$ cat src/rtl/spi_pkt_pkg.sv
package spi_pkt_pkg;
  localparam int unsigned BYTE_W     = 8;
  localparam int unsigned NUM_FIELDS = 7;
  localparam int unsigned IDX_W      = $clog2(NUM_FIELDS);
  localparam int unsigned BANK_W     = BYTE_W * NUM_FIELDS;

  // payload position of each field, arrival order
  localparam int unsigned F_INTENSITY = 0;
  localparam int unsigned F_COLOR_IDX = 1;
  localparam int unsigned F_RED       = 2;
  localparam int unsigned F_GREEN     = 3;
  localparam int unsigned F_BLUE      = 4;
  localparam int unsigned F_WHITE     = 5;
  localparam int unsigned F_MODE      = 6;

  typedef enum logic [0:0] {
    ST_HUNT = 1'b0,
    ST_LOAD = 1'b1
  } pkt_state_e;
endpackage

$ cat src/rtl/spi_rst_sync.sv
module spi_rst_sync #(
  parameter int unsigned STAGES = 2
) (
  input  logic clk,
  input  logic rst_n,
  output logic rst_n_sync
);
  logic [STAGES-1:0] chain_q;

  always_ff @(posedge clk or negedge rst_n) begin
    if (!rst_n) chain_q <= '0;
    else        chain_q <= {chain_q[STAGES-2:0], 1'b1};
  end

  assign rst_n_sync = chain_q[STAGES-1];
endmodule

$ cat src/rtl/spi_in_sync.sv
module spi_in_sync #(
  parameter int unsigned         WIDTH   = 3,
  parameter int unsigned         STAGES  = 2,
  parameter logic [WIDTH-1:0]    RST_VAL = '0
) (
  input  logic             clk,
  input  logic             rst_n,
  input  logic [WIDTH-1:0] d_i,
  output logic [WIDTH-1:0] q_o
);
  logic [WIDTH-1:0] stage_q [STAGES];

  generate
    for (genvar s = 0; s < STAGES; s++) begin : g_stage
      always_ff @(posedge clk or negedge rst_n) begin
        if (!rst_n) stage_q[s] <= RST_VAL;
        else if (s == 0) stage_q[s] <= d_i;
        else stage_q[s] <= stage_q[(s == 0) ? 0 : s-1];
      end
    end
  endgenerate

  assign q_o = stage_q[STAGES-1];
endmodule

$ cat src/rtl/spi_byte_shifter.sv
module spi_byte_shifter #(
  parameter int unsigned BYTE_W = 8
) (
  input  logic              clk,
  input  logic              rst_n,
  input  logic              sck_s,
  input  logic              mosi_s,
  input  logic              cs_n_s,
  output logic              byte_valid_o,
  output logic [BYTE_W-1:0] byte_o
);
  localparam int unsigned CNT_W = $clog2(BYTE_W);
  localparam logic [CNT_W-1:0] CNT_LAST = CNT_W'(BYTE_W - 1);

  logic              sck_prev_q;
  logic [BYTE_W-1:0] shift_q, shift_d;
  logic [CNT_W-1:0]  cnt_q, cnt_d;
  logic              valid_q, valid_d;
  logic [BYTE_W-1:0] byte_q;
  logic              sck_rise;
  logic [BYTE_W-1:0] shift_next;

  assign sck_rise   = sck_s & ~sck_prev_q & ~cs_n_s;
  assign shift_next = {shift_q[BYTE_W-2:0], mosi_s};

  always_comb begin
    shift_d = shift_q;
    cnt_d   = cnt_q;
    valid_d = 1'b0;
    if (cs_n_s) begin
      cnt_d = '0;
    end else if (sck_rise) begin
      shift_d = shift_next;
      if (cnt_q == CNT_LAST) begin
        cnt_d   = '0;
        valid_d = 1'b1;
      end else begin
        cnt_d = cnt_q + 1'b1;
      end
    end
  end

  always_ff @(posedge clk or negedge rst_n) begin
    if (!rst_n) begin
      sck_prev_q <= 1'b0;
      shift_q    <= '0;
      cnt_q      <= '0;
      valid_q    <= 1'b0;
    end else begin
      sck_prev_q <= sck_s;
      shift_q    <= shift_d;
      cnt_q      <= cnt_d;
      valid_q    <= valid_d;
    end
  end

  always_ff @(posedge clk or negedge rst_n) begin
    if (!rst_n)       byte_q <= '0;
    else if (valid_d) byte_q <= shift_next;
  end

  assign byte_valid_o = valid_q;
  assign byte_o       = byte_q;
endmodule

$ cat src/rtl/spi_pkt_assembler.sv
module spi_pkt_assembler
  import spi_pkt_pkg::*;
#(
  parameter logic [BYTE_W-1:0] SYNC_BYTE = 8'h55,
  parameter logic [BYTE_W-1:0] MODE_RST  = 8'h21
) (
  input  logic              clk,
  input  logic              rst_n,
  input  logic              cs_n_s,
  input  logic              byte_valid_i,
  input  logic [BYTE_W-1:0] byte_i,
  output logic              update_o,
  output logic [BANK_W-1:0] bank_o
);
  localparam logic [IDX_W-1:0] IDX_LAST = IDX_W'(NUM_FIELDS - 1);

  pkt_state_e        state_q, state_d;
  logic [IDX_W-1:0]  idx_q, idx_d;
  logic              stage_we;
  logic              commit;
  logic              update_q;
  logic [BYTE_W-1:0] stage_q [NUM_FIELDS-1];
  logic [BYTE_W-1:0] bank_q  [NUM_FIELDS];

  always_comb begin
    state_d  = state_q;
    idx_d    = idx_q;
    stage_we = 1'b0;
    commit   = 1'b0;
    if (cs_n_s) begin
      state_d = ST_HUNT;
      idx_d   = '0;
    end else if (byte_valid_i) begin
      case (state_q)
        ST_HUNT: begin
          if (byte_i == SYNC_BYTE) begin
            state_d = ST_LOAD;
            idx_d   = '0;
          end
        end
        ST_LOAD: begin
          if (idx_q == IDX_LAST) begin
            commit  = 1'b1;
            state_d = ST_HUNT;
            idx_d   = '0;
          end else begin
            stage_we = 1'b1;
            idx_d    = idx_q + 1'b1;
          end
        end
        default: state_d = ST_HUNT;
      endcase
    end
  end

  always_ff @(posedge clk or negedge rst_n) begin
    if (!rst_n) begin
      state_q  <= ST_HUNT;
      idx_q    <= '0;
      update_q <= 1'b0;
    end else begin
      state_q  <= state_d;
      idx_q    <= idx_d;
      update_q <= commit;
    end
  end

  generate
    for (genvar i = 0; i < NUM_FIELDS - 1; i++) begin : g_stage
      always_ff @(posedge clk or negedge rst_n) begin
        if (!rst_n) stage_q[i] <= '0;
        else if (stage_we && (idx_q == IDX_W'(i))) stage_q[i] <= byte_i;
      end
    end

    for (genvar i = 0; i < NUM_FIELDS; i++) begin : g_bank
      localparam logic [BYTE_W-1:0] RV = (i == F_MODE) ? MODE_RST : '0;
      if (i == NUM_FIELDS - 1) begin : g_tail
        always_ff @(posedge clk or negedge rst_n) begin
          if (!rst_n)      bank_q[i] <= RV;
          else if (commit) bank_q[i] <= byte_i;
        end
      end else begin : g_staged
        always_ff @(posedge clk or negedge rst_n) begin
          if (!rst_n)      bank_q[i] <= RV;
          else if (commit) bank_q[i] <= stage_q[i];
        end
      end
      assign bank_o[i*BYTE_W +: BYTE_W] = bank_q[i];
    end
  endgenerate

  assign update_o = update_q;
endmodule

$ cat src/rtl/spi_pkt_rx.sv
module spi_pkt_rx
  import spi_pkt_pkg::*;
#(
  parameter int unsigned       SYNC_STAGES = 2,
  parameter logic [BYTE_W-1:0] SYNC_BYTE   = 8'h55,
  parameter logic [BYTE_W-1:0] MODE_RST    = 8'h21
) (
  input  logic              clk,
  input  logic              rst_n,
  input  logic              spi_sck,
  input  logic              spi_mosi,
  input  logic              spi_cs_n,
  output logic              byte_valid_o,
  output logic [BYTE_W-1:0] byte_data_o,
  output logic              update_o,
  output logic [BYTE_W-1:0] intensity_o,
  output logic [BYTE_W-1:0] color_idx_o,
  output logic [BYTE_W-1:0] red_o,
  output logic [BYTE_W-1:0] green_o,
  output logic [BYTE_W-1:0] blue_o,
  output logic [BYTE_W-1:0] white_o,
  output logic [BYTE_W-1:0] mode_o
);
  logic              rst_n_int;
  logic [2:0]        pins_s;
  logic              sck_s, mosi_s, cs_n_s;
  logic              bv;
  logic [BYTE_W-1:0] bdata;
  logic [BANK_W-1:0] bank;

  spi_rst_sync #(.STAGES(SYNC_STAGES)) u_rst (
    .clk(clk), .rst_n(rst_n), .rst_n_sync(rst_n_int)
  );

  spi_in_sync #(.WIDTH(3), .STAGES(SYNC_STAGES), .RST_VAL(3'b100)) u_sync (
    .clk(clk), .rst_n(rst_n_int),
    .d_i({spi_cs_n, spi_sck, spi_mosi}), .q_o(pins_s)
  );
  assign {cs_n_s, sck_s, mosi_s} = pins_s;

  spi_byte_shifter #(.BYTE_W(BYTE_W)) u_shift (
    .clk(clk), .rst_n(rst_n_int), .sck_s(sck_s), .mosi_s(mosi_s),
    .cs_n_s(cs_n_s), .byte_valid_o(bv), .byte_o(bdata)
  );

  spi_pkt_assembler #(.SYNC_BYTE(SYNC_BYTE), .MODE_RST(MODE_RST)) u_asm (
    .clk(clk), .rst_n(rst_n_int), .cs_n_s(cs_n_s),
    .byte_valid_i(bv), .byte_i(bdata), .update_o(update_o), .bank_o(bank)
  );

  assign byte_valid_o = bv;
  assign byte_data_o  = bdata;
  assign intensity_o  = bank[F_INTENSITY*BYTE_W +: BYTE_W];
  assign color_idx_o  = bank[F_COLOR_IDX*BYTE_W +: BYTE_W];
  assign red_o        = bank[F_RED*BYTE_W       +: BYTE_W];
  assign green_o      = bank[F_GREEN*BYTE_W     +: BYTE_W];
  assign blue_o       = bank[F_BLUE*BYTE_W      +: BYTE_W];
  assign white_o      = bank[F_WHITE*BYTE_W     +: BYTE_W];
  assign mode_o       = bank[F_MODE*BYTE_W      +: BYTE_W];
endmodule

$ cat config.mk
export PLATFORM = sky130hd
export DESIGN_NAME = spi_pkt_rx
export DESIGN_NICKNAME = d
export VERILOG_FILES = /design/src/rtl/spi_pkt_pkg.sv /design/src/rtl/spi_rst_sync.sv /design/src/rtl/spi_in_sync.sv /design/src/rtl/spi_byte_shifter.sv /design/src/rtl/spi_pkt_assembler.sv /design/src/rtl/spi_pkt_rx.sv
export SDC_FILE = /design/constraint.sdc
export NUM_CORES = 1
export LEC_CHECK = 0
export ABC_AREA = 1
export BUFFER_PORTS_ARGS = -buffer_cell sky130_fd_sc_hd__buf_2
export CAP_MARGIN = 20
export CORE_MARGIN = 2
export CORE_UTILIZATION = 50
export CTS_CLUSTER_SIZE = 30
export DETAILED_ROUTE_END_ITERATION = 10
export MAX_ROUTING_LAYER = met4
export PLACE_DENSITY_LB_ADDON = 0.15
export SLEW_MARGIN = 40
export SYNTH_ARGS = -nofsm -noshare
export SYNTH_HDL_FRONTEND = slang
export SYNTH_HIERARCHICAL = 1
export SYNTH_SLANG_ARGS = --single-unit
$ cat constraint.sdc
create_clock -name clk -period 10.9 [get_ports clk]
set_clock_uncertainty 0.15 [all_clocks]
set_input_delay 1.09 -clock clk [delete_from_list [all_inputs] [get_ports clk]]
set_output_delay 1.09 -clock clk [all_outputs]
set_load 0.005 [all_outputs]
---- Yosys cells after proc, flatten, opt, wreduce, memory -nomap -nowiden ----
Cells that the tools add are included.
storage, ports and cells
  logic and storage cells ................. 74
  register bits ........................... 137
operators by class
  $add $sub $neg .......................... 2
  reduce and logical (&&, ||, !) cells .... 11
  mux-type cells .......................... 23
  equality and inequality tests ........... 9
  bitwise gates (word level) .............. 5
operators by type and width
  cell                                                   count
  two-way mux 3 bit                                      7
  two-way mux 1 bit                                      14
  equality test 3 bit, second input constant             4
  equality test 8 x 7 -> 1 bit, second input constant    1
  adder 3 x 1 -> 3 bit, second input constant            2
  equality test 3 x 2 -> 1 bit, second input constant    2
  logical AND 1 bit                                      6
  case mux 3 bit (2 select lines)                        1
  AND reduction 2 bit                                    2
  nonzero test 2 bit                                     2
  equality test 3 x 1 -> 1 bit, second input constant    1
  logical NOT 3 bit                                      1
  inequality test 3 x 2 -> 1 bit, second input constant  1
  inverter 1 bit                                         3
  AND 1 bit                                              2
  case mux 1 bit (2 select lines)                        1

---- Depth between registers and ports, before layout ----
Gate-level depths: netlist (run 1).
  word-level depth ........................ 6
  gate-level depth with buffers ........... 8
  depth with buffers taken out ............ 8

---- Hierarchy ----
The synthesis (run 1) kept the hierarchy.
modules (own cells, without submodules)
  module             area each (um^2)  times used  cells each  seq. area each (um^2)
  spi_pkt_assembler  4336.7            1           460         2730.1
  spi_byte_shifter   822.0             1           87          500.5
  spi_in_sync        175.2             1           9           152.6
  spi_rst_sync       53.8              1           3           50.0

---- Least setup slack after synthesis (run 1) ----
Ideal clock, no wire load.
  path type ............................... reg2out
  start point ............................. reg u_asm.bank_q (netlist bit u_asm/bank_o[53])
  end point ............................... out mode_o[5]
  buffers on the path ..................... 0
  cell stages (with the launch flop) ...... 1
  arrival ................................. 0.510 ns
  setup slack ............................. 9.150 ns
  required time ........................... 9.660 ns
  cell sequence ........................... dfstp_2
RTL lines
  item                             RTL line                 text
  start, declared                  spi_pkt_assembler.sv:23  logic [BYTE_W-1:0] bank_q [NUM_FIELDS];
  start signal, assigned by index  spi_pkt_assembler.sv:81  else if (commit) bank_q[i] <= byte_i;
  end, declared                    spi_pkt_rx.sv:22         output logic [BYTE_W-1:0] mode_o
No word-level cell between the ends.

---- Worst setup path after layout (run 1) ----
  start point ............................. reg u_shift.byte_q[2] (netlist: u_shift/byte_o[2])
  end point ............................... out byte_data_o[2]
RTL lines
  item                    RTL line                text
  start, declared         spi_byte_shifter.sv:19  logic [BYTE_W-1:0] byte_q;
  start signal, assigned  spi_byte_shifter.sv:59  else if (valid_d) byte_q <= shift_next;
  end, declared           spi_pkt_rx.sv:14        output logic [BYTE_W-1:0] byte_data_o,
No word-level cell between the ends.

==> reports/qor.csv, run 1 <==
stage,metric,value,unit
route,post-route ant nets,0,
timing,Slew HR,51.5,%
logic_synthesis,complex-gate fraction of the synthesized area,9.75,%
grt,number of global-route vias before repair,3649,
critical_path,Worst Path Required,9.66,ns
die,Die Ht,108,um
critical_path,Worst setup startpoint,u_shift/byte_o[2],
critical_path,"delay-heaviest family, CP",flip-flops,
critical_path,critical path peak fanout,10,
die,Initial Util,51.7,%
layout,Final Instance Count excl. Fillers,773,
logic_synthesis,Synth Area in Adders,0.697,%
route,drt via density,5.00,
timing,RSZ-0062 raised after global routing,no,
layout,design area,6390,sq um
route,detailed-route DRC error count,0,
critical_path,R2R Path End,u_asm/bank_o[34],
logic_synthesis,share of the synthesized area in the top cell type,61.8,%
logic_synthesis,xor-xnor portion of the synthesized cell area,0,%
critical_path,Crit Path Category,flip-flop to primary output,
clocking,CTS sink count,137,
logic_synthesis,"Net Count, Synth",567,
critical_path,slowest CP cell,dfrtp_1,
clocking,"Hold-fix buffers, CTS",0,
die,std cell rows,37,
run_status,status,"complete, no violations",
critical_path,Worst Reg-to-Reg Cells,7,
logic_synthesis,Synth Area in Simple Gates,18.8,%
place,GP Congestion,0.946,
logic_synthesis,"count leader, synth",nand2_1,
route,vias,3862,
logic_synthesis,mapped cell area,5390,sq um
timing,Hold Fails Final Rpt,0,
critical_path,"slowest stage delay, CP",0.67,ns
clocking,clock-pin slew on the worst setup and hold paths,0.06,ns
clocking,Post-CTS Setup Inserts,0,
route,WL per Instance,14.2,um
clocking,Post-CTS Resized,0,
timing,Slew Limit Fails,0,
min_path,hold path start,u_sync/stage_q[4],
clocking,H-tree depth,4,
timing,final setup violation count,0,
logic_synthesis,post-synthesis mux area share,0,%
logic_synthesis,number of synthesized flops with an enable pin,0,
timing,final clock period utilization by the worst path,24.2,%
critical_path,kind of end point of the critical path,primary output,
layout,Area Overhead vs Synth,18.5,%
critical_path,CP Cell Sequence,buf_2,
logic_synthesis,Synth area leader,dfrtp_1,
logic_synthesis,"Seq/Total Area, Yosys",63.7,%
grt,initial antenna violation count,0,
timing,setup TNS,0,ns
route,total iterations of the first detailed-routing run,4,
clocking,CTS Root Cell,clkbuf_8,
timing,Worst-Margin Slew,0.727,ns
logic_synthesis,Syn Area/Cell,9.64,sq um
place,dpl cells,742,
critical_path,worst path arrival time,1.39,ns
grt,global route overflow,0,
place,detailed placer's ending HPWL,6940,um
place,# port buffers,70,
critical_path,Crit path depth,1,
timing,min Tclk post-route,2.63,ns
flow_run,Max Cap Violations,0,
critical_path,reg2reg start,u_shift/byte_valid_o,
route,Initial DRC Count,219,
clocking,CTS max path bufs,2,
power,Pleak,3.40,nW
die,core area,10400,sq um
logic_synthesis,top post-synthesis cells by area,"dfrtp_1 62%, nand2_1 10%, o21ai_0 5.7%",
critical_path,Worst Path Buf+Inv,1,
grt,first-pass GRT wire length,18200,um
power,maximum VDD drop,0.0000893,V
clocking,CTS tree,built,
clocking,Clock Latency Late Sink,0.51,ns
power,PD cells,177,nW/um^2
logic_synthesis,synth warn,6,
layout,Diodes inserted,0,
grt,GRT Util Overall,21.4,%
logic_synthesis,count of cell types in the netlist,25,
layout,nets@finish,633,
timing,WHS,0.194,ns
layout,layout cells sized above 1,19.8,%
critical_path,critical path capture point,byte_data_o[2],
min_path,Hold WC Path Type,flip-flop to flip-flop,
critical_path,r2r setup slk,8.87,ns
logic_synthesis,main combinational cell family by area after synthesis,simple AND/OR/NAND/NOR gates,
logic_synthesis,most common library cells after synthesis,"150 x nand2_1, 133 x dfrtp_1, 61 x o21ai_0, 51 x inv_1, 51 x nor2_1",
critical_path,Setup crit start kind,flip-flop,
place,placed cell area,5770,sq um
timing,Max Clock Freq,0.380,GHz
logic_synthesis,Main synth FF type,dfrtp_1,
route,routed wire length,11000,um
logic_synthesis,Post-Synthesis Cells,559,
clocking,CTS buffer count,17,
grt,largest net degree at the start of global routing,99,
logic_synthesis,#FFs+latches synth,137,
die,Ports,71,
layout,Post-Route Utilization,61.3,%
logic_synthesis,"FFs w/ async S/R, synth",100,%
die,Die ar.,11600,sq um
die,Die W,108,um
[state kept, by name (all words and copies together), names as in the netlist]
register	flops
u_asm/update_o	1
u_asm/bank_o	56
u_shift/byte_o	8
u_rst/chain_q	2
u_shift/byte_valid_o	1
u_shift/sck_prev_q	1
u_asm/state_q	1
u_asm/stage_q	48
u_sync/q_o	3
u_shift/cnt_q	3
u_sync/stage_q	3
u_asm/idx_q	3
u_shift/shift_q	7
[worst reg2reg max path: cells and delay by family, from the launching register on]
kind | cells | cell delay, ns
AO/OA/AOI/OAI | 1 | 0.14
buffers and inverters | 3 | 0.74
flip-flops | 1 | 0.41
AND/OR/NAND/NOR | 3 | 0.52
[area by class of cell]
class	instances	area, sq um
fill	920	4030
sequential	137	3440
multi-input combinational	340	1580
clock buffer	23	467
timing repair buffer	73	380
inverter	56	210
tap	136	170
clock inverter	8	143
[worst min path at each step]
stage / endpoint / slack (ns) / cells past startpoint
finish: u_sync/q_o[1] / 0.19 / 0
global route: u_rst/chain_q[1] / 0.17 / 1
CTS: u_rst/chain_q[1] / 0.17 / 1
detailed placement: u_sync/q_o[0] / 0.18 / 0
global placement: u_sync/q_o[0] / 0.18 / 0
floorplan: u_rst/chain_q[1] / 0.18 / 0
[kinds of logic after synthesis]
group,Yosys count
simple gates,231
fa+ha+maj,3
other cells,1
flops,137
compound gates,105
buf+inv,82
[layout by cell type (no fill, tap or decap)]
| cell | Yosys | final |
|---|---|---|
| a21oi_1 | 42 | 42 |
| buf_2 | 12 | 70 |
| buf_4 | 8 | 1 |
| buf_6 | 3 | 2 |
| bufinv_16 | 0 | 4 |
| clkbuf_1 | 3 | 3 |
| clkbuf_16 | 0 | 16 |
| clkbuf_8 | 0 | 4 |
| clkinv_2 | 0 | 3 |
| clkinvlp_4 | 0 | 1 |
| conb_1 | 1 | 1 |
| dfrtp_1 | 133 | 132 |
| dfrtp_4 | 0 | 1 |
| dfstp_2 | 4 | 4 |
| ha_1 | 3 | 3 |
| inv_1 | 51 | 51 |
| inv_2 | 5 | 5 |
| nand2_1 | 150 | 150 |
| nand2_2 | 1 | 1 |
| nand3_1 | 6 | 6 |
| nand3_2 | 1 | 1 |
| nand3_4 | 1 | 1 |
| nand4_1 | 9 | 9 |
| nand4_2 | 2 | 2 |
| nor2_1 | 51 | 51 |
| nor2_2 | 2 | 2 |
| nor2_4 | 4 | 4 |
| nor3_4 | 3 | 3 |
| o21ai_0 | 61 | 61 |
| o21ai_1 | 2 | 2 |
| or2_2 | 1 | 1 |
[per-layer routing]
| layer | track usage (%) | vias to the layer above | wire length (um) |
|---|---|---|---|
| met2 | 32.3 | 102 | 5280 |
| met1 | 27.8 | 1840 | 5070 |
| li1 | - | 1906 | - |
| met4 | 8.42 | 0 | 199 |
| met5 | - | - | 0 |
| met3 | 5.57 | 14 | 452 |
[metrics by stage]
| stage | power, mW | setup WS, ns |
|---|---|---|
| CTS | 1.14 | 8.23 |
| finish | 1.13 | 8.27 |
| global route | 1.17 | 8.20 |
| detailed placement | 0.553 | 8.68 |
| global placement | 0.552 | 8.72 |
| floorplan | 0.547 | 6.66 |
[report_power, final]
part | switching (mW) | internal, mW | leakage (nW) | total (mW)
Combinational | 0.0121 | 0.00454 | 1.22 | 0.0167
Sequential | 0.00953 | 0.517 | 1.88 | 0.527
Clock | 0.198 | 0.387 | 0.298 | 0.585
(Power assumes the default switching activity.)
==> run 2, diff against run 1 <==
ABC_AREA = 0   (was 1)
clock period = 2.56 ns   (was 10.9 ns; I/O delays follow)
==> run 2 against run 1 <==
  * Global-route usage fell by 2.3 points
  * Via count fell by 27%
  * Wire length fell by 13%
  * Clock-buffer cell count did not move
  * Clock power rose to 3.7 times the previous value
  * Register-to-register slack got worse by 8.3 ns
  * Hold slack got worse by 0.14 ns
  * Area after synthesis fell by 2.7%
  * Power rose to 4.0 times the previous value
  * Non-clock buffer count rose by 9
  * Largest power group is now registers
==> reports/qor.csv, run 2 <==
stage,metric,value,unit
route,post-route ant nets,0,
timing,Hold Fails Final Rpt,0,
route,detailed-route DRC error count,0,
critical_path,Worst Path Required,2.81,ns
logic_synthesis,#FFs+latches synth,137,
timing,final clock period utilization by the worst path,78.5,%
logic_synthesis,"FFs w/ async S/R, synth",100,%
clocking,Post-CTS Setup Inserts,0,
route,WL per Instance,17.4,um
logic_synthesis,Post-Synthesis Cells,316,
critical_path,Worst Reg-to-Reg Cells,5,
die,Die ar.,11300,sq um
clocking,"Hold-fix buffers, CTS",5,
clocking,CTS buffer count,17,
timing,Worst-Margin Slew,0.515,ns
timing,Slew Limit Fails,0,
route,routed wire length,9580,um
route,vias,2819,
layout,nets@finish,411,
critical_path,Setup crit start kind,flip-flop,
timing,min Tclk post-route,2.01,ns
power,"Power, Total",4.52,mW
critical_path,"slowest stage delay, CP",0.46,ns
layout,Largest register FFs,56,
logic_synthesis,synth warn,6,
timing,RSZ-0062 raised after global routing,no,
timing,Max Clock Freq,0.498,GHz
die,Ports,71,
timing,setup TNS,0,ns
clocking,Clock Latency Late Sink,0.51,ns
critical_path,Crit path depth,5,
timing,Slew HR,65.6,%
logic_synthesis,most common library cells after synthesis,"133 x dfrtp_1, 111 x mux2_2, 8 x mux2_4, 7 x nor2_1, 6 x buf_6",
clocking,CTS tree,built,
power,maximum VDD drop,0.000435,V
logic_synthesis,"Net Count, Synth",324,
logic_synthesis,"count leader, synth",dfrtp_1,
timing,final setup violation count,0,
layout,Diodes inserted,0,
route,drt via density,5.12,
critical_path,worst path arrival time,2.25,ns
layout,Area Overhead vs Synth,20.2,%
clocking,CTS sink count,137,
run_status,status,"complete, no violations",
grt,largest net degree at the start of global routing,66,
layout,layout cells sized above 1,56.9,%
critical_path,CP Cell Sequence,"nor2b_2, nand2_1, nor2_4, buf_4, mux2_2",
place,# port buffers,70,
logic_synthesis,Synth area leader,dfrtp_1,
clocking,Post-CTS Resized,0,
logic_synthesis,number of synthesized flops with an enable pin,0,
clocking,clock-pin slew on the worst setup and hold paths,0.06,ns
grt,number of global-route vias before repair,2916,
clocking,CTS Root Cell,clkbuf_8,
critical_path,Worst setup startpoint,u_asm/idx_q[0],
die,Die W,106,um
grt,global route overflow,0,
logic_synthesis,Main synth FF type,dfrtp_1,
grt,GRT Util Overall,19.1,%
route,total iterations of the first detailed-routing run,4,
layout,"commonest non-fill, non-tap cells in the layout","132 x dfrtp_1, 111 x mux2_2, 70 x buf_2",
critical_path,"delay-heaviest family, CP",flip-flops,
critical_path,kind of end point of the critical path,flip-flop,
logic_synthesis,count of cell types in the netlist,33,
power,PD cells,718,nW/um^2
logic_synthesis,top post-synthesis cells by area,"dfrtp_1 64%, mux2_2 24%, mux2_4 2.3%",
min_path,Hold WC Path Type,flip-flop to asynchronous set/reset pin,
critical_path,critical path peak fanout,34,
critical_path,Worst Path Buf+Inv,1,
die,std cell rows,37,
die,Initial Util,51.2,%
layout,"most common cell after layout, fill and taps aside",dfrtp_1,
logic_synthesis,mapped cell area,5240,sq um
flow_run,Max Cap Violations,0,
critical_path,slowest CP cell,dfrtp_1,
clocking,CTS max path bufs,2,
grt,initial antenna violation count,0,
logic_synthesis,"Seq/Total Area, Yosys",65.5,%
place,detailed placer's ending HPWL,6010,um
grt,first-pass GRT wire length,15600,um
place,GP Congestion,0.872,
critical_path,Crit Path Category,flip-flop to flip-flop,
power,Pleak,3.39,nW
die,core area,10200,sq um
die,Die Ht,106,um
logic_synthesis,share of the synthesized area in the top cell type,63.5,%
clocking,H-tree depth,4,
route,Initial DRC Count,112,
critical_path,reg2reg start,u_asm/idx_q[0],
logic_synthesis,Syn Area/Cell,16.6,sq um
## run 2: final timing paths
kind / end / slack, ns
worst max-delay path: u_asm/bank_o[50] / 0.55
worst min-delay path: u_asm/bank_o[52] / 0.05
worst max register to register: u_asm/bank_o[50] / 0.55
worst min register to register: u_asm/bank_o[52] / 0.05
max in group asynchronous: u_asm/bank_o[53] / 1.54
min in group clk: u_sync/q_o[1] / 0.20
## run 2: layout make-up
type,instances,area (sq um)
fillers,815,3930
well taps,136,170
inverters,3,11.3
clock buffers,23,457
clock inverters,8,72.6
multi-input cells,162,1690
repair buffers,82,465
flip-flops and latches,137,3440
## run 2: kinds of logic (layout without fill, tap and decap cells)
group	count (synthesis)	in the layout	synth area share, %
other	1	1	0.0716
adders and majority gates	3	3	0.716
buffers and inverters	17	116	2.44
AOI/OAI and AO/OA	8	8	0.955
DFF	137	137	65.5
muxes	122	122	26.7
and+or+nand+nor	28	28	3.58
## run 2: layer usage
metal / wire length, um / share of wire [%] / vias up / track usage (%)
met1: 4440 / 46 / 1450 / 24.8
met3: 427 / 4.5 / 17 / 6.07
met2: 4540 / 47 / 56 / 28.2
met5: 0 / 0 / - / -
met4: 180 / 1.9 / 0 / 7.24
li1: - / - / 1296 / -
## run 2: per-stage QoR
step	std cells	cell area [sq um]	utilization (%)	setup WS, ns	hold slack (ns)
2_1_floorplan	316	5240	-	0.137	-0.190
3_3_place_gp	515	5720	55.9	0.597	-0.109
3_5_place_dp	515	5720	55.9	0.582	-0.107
4_1_cts	551	6300	61.6	0.547	0.0584
5_1_grt	551	6300	61.6	0.472	0.0724
6_report	551	6300	61.6	0.551	0.0510
## run 2: report_power, final
part           internal [mW]  switching (mW)  total, mW  leakage (nW)
clock                   1.32           0.834       2.16         0.254
sequential              2.22          0.0391       2.26          1.87
combinational         0.0518          0.0514      0.103          1.26
==> run 3, diff against run 2 <==
clock period = 1.73 ns   (was 2.56 ns; I/O delays follow)
==> run 3 against run 2 <==
  * The flow now finishes with violations (setup timing)
  * Hold slack got worse by 0.019 ns
  * Maximum frequency increased by 11%
  * Critical endpoint is now u_asm/bank_o[28]
  * Wire length increased by 17%
  * Critical path depth increased by 2
  * First-iteration DRC count increased by 8.9%
==> reports/qor.csv, run 3 (synthesized netlist as in run 2, its figures left out) <==
stage,metric,value,unit
critical_path,CP Cell Sequence,"nor2b_4, nand2_2, nor2_4, buf_6, buf_6, buf_8, mux2_4",
layout,Largest register FFs,56,
die,Die ar.,11300,sq um
layout,Final Instance Count excl. Fillers,593,
layout,"commonest non-fill, non-tap cells in the layout","131 x dfrtp_1, 70 x buf_2, 63 x mux2_2",
critical_path,CP dominant cell by count,buf_6,
timing,Slew Limit Fails,0,
grt,global route overflow,0,
clocking,clock-pin slew on the worst setup and hold paths,0.06,ns
critical_path,"slowest stage delay, CP",0.42,ns
die,core area,10200,sq um
clocking,CTS tree,built,
flow_run,Max Cap Violations,0,
power,Pleak,3.73,nW
die,Ports,71,
route,routed wire length,11200,um
clocking,Clock Latency Late Sink,0.51,ns
route,drt via density,5.21,
route,vias,3092,
layout,Post-Route Utilization,69.4,%
timing,post-route setup slack,-0.0800,ns
die,Initial Util,51.2,%
power,maximum VDD drop,0.000583,V
grt,largest net degree at the start of global routing,50,
layout,design area,7100,sq um
power,PD cells,987,nW/um^2
critical_path,Worst Path Buf+Inv,3,
clocking,CTS Root Cell,clkbuf_8,
die,Die W,106,um
timing,final clock period utilization by the worst path,105,%
layout,layout cells sized above 1,63.2,%
place,Place WS,-0.208,ns
timing,final setup violation count,43,
timing,WHS,0.0322,ns
route,post-route ant nets,0,
place,detailed placer's ending HPWL,6340,um
layout,nets@finish,452,
critical_path,kind of end point of the critical path,flip-flop,
place,placed cell area,5970,sq um
clocking,CTS buffer count,17,
min_path,Hold WC Path Type,flip-flop to asynchronous set/reset pin,
route,WL per Instance,19.0,um
layout,Diodes inserted,0,
timing,Hold Fails Final Rpt,0,
critical_path,critical path peak fanout,6,
place,# port buffers,70,
critical_path,Setup crit start kind,flip-flop,
timing,setup TNS,-1.08,ns
die,std cell rows,37,
die,Die Ht,106,um
grt,initial antenna violation count,0,
timing,Max Clock Freq,0.552,GHz
grt,GRT Util Overall,21.4,%
timing,RSZ-0062 raised after global routing,yes,
clocking,H-tree depth,4,
power,"Power, Total",7.01,mW
place,dpl cells,538,
place,GP Congestion,0.711,
critical_path,slowest CP cell,dfrtp_1,
clocking,CTS max path bufs,2,
route,total iterations of the first detailed-routing run,4,
grt,first-pass GRT wire length,17800,um
layout,Area Overhead vs Synth,35.5,%
critical_path,worst path arrival time,2.05,ns
run_status,violated checks,setup timing,
layout,"most common cell after layout, fill and taps aside",dfrtp_1,
route,detailed-route DRC error count,0,
critical_path,Crit Path Category,flip-flop to flip-flop,
run_status,status,"finished, violations left",
route,Initial DRC Count,122,
critical_path,"delay-heaviest family, CP",simple AND/OR/NAND/NOR gates,
clocking,CTS sink count,137,
critical_path,Worst Path Required,1.97,ns
grt,number of global-route vias before repair,3334,
timing,min Tclk post-route,1.81,ns
## run 3: cell type report
cell class,count,area (sq um)
timing repair buffer,123,980
inverter,3,11.3
sequential,137,3440
fill,700,3130
clock buffer,19,432
tap,136,170
multi-input combinational,162,1920
clock inverter,13,145
## run 3: worst paths after layout
| check | from | to | slack, ns | cells after the start |
|---|---|---|---|---|
| setup / recovery | u_asm/idx_q[0] | u_asm/bank_o[28] | -0.08 | 7 |
| hold / removal | u_rst/chain_q[1] | u_asm/bank_o[50] | 0.03 | 0 |
| setup reg to reg | u_asm/idx_q[0] | u_asm/bank_o[28] | -0.08 | 7 |
| hold reg to reg | u_rst/chain_q[1] | u_asm/bank_o[50] | 0.03 | 0 |
| max in group asynchronous | u_rst/chain_q[1] | u_sync/q_o[2] | 0.85 | 1 |
| min in group clk | spi_mosi | u_sync/stage_q[3] | 0.15 | 2 |
## run 3: timing repair
item	CTS	global route
gates resized for setup	24	51
cloned	3	1
endpoints found under the setup margin	87	102
hold buffers	5	0
pin swaps	2	3
setup buffers	14	2
endpoints found under the hold margin	5	0
## run 3: worst reg2reg max path: cells and delay by family, from the launching register on
family	cells	cell delay, ns
flops	1	0.42
mux	1	0.31
simple gates	3	0.44
buf+inv	3	0.37
## run 3: power breakdown
part | internal [mW] | switching, mW | leakage (nW)
sequential | 3.29 | 0.0607 | 1.87
combinational | 0.0965 | 0.0907 | 1.59
clock | 2.10 | 1.37 | 0.275
## run 3: metal layers
metal | wire [um] | track usage (%)
met5 | 0 | -
met2 | 5640 | 33.8
met4 | 184 | 8.46
met3 | 336 | 3.86
met1 | 5080 | 27.8
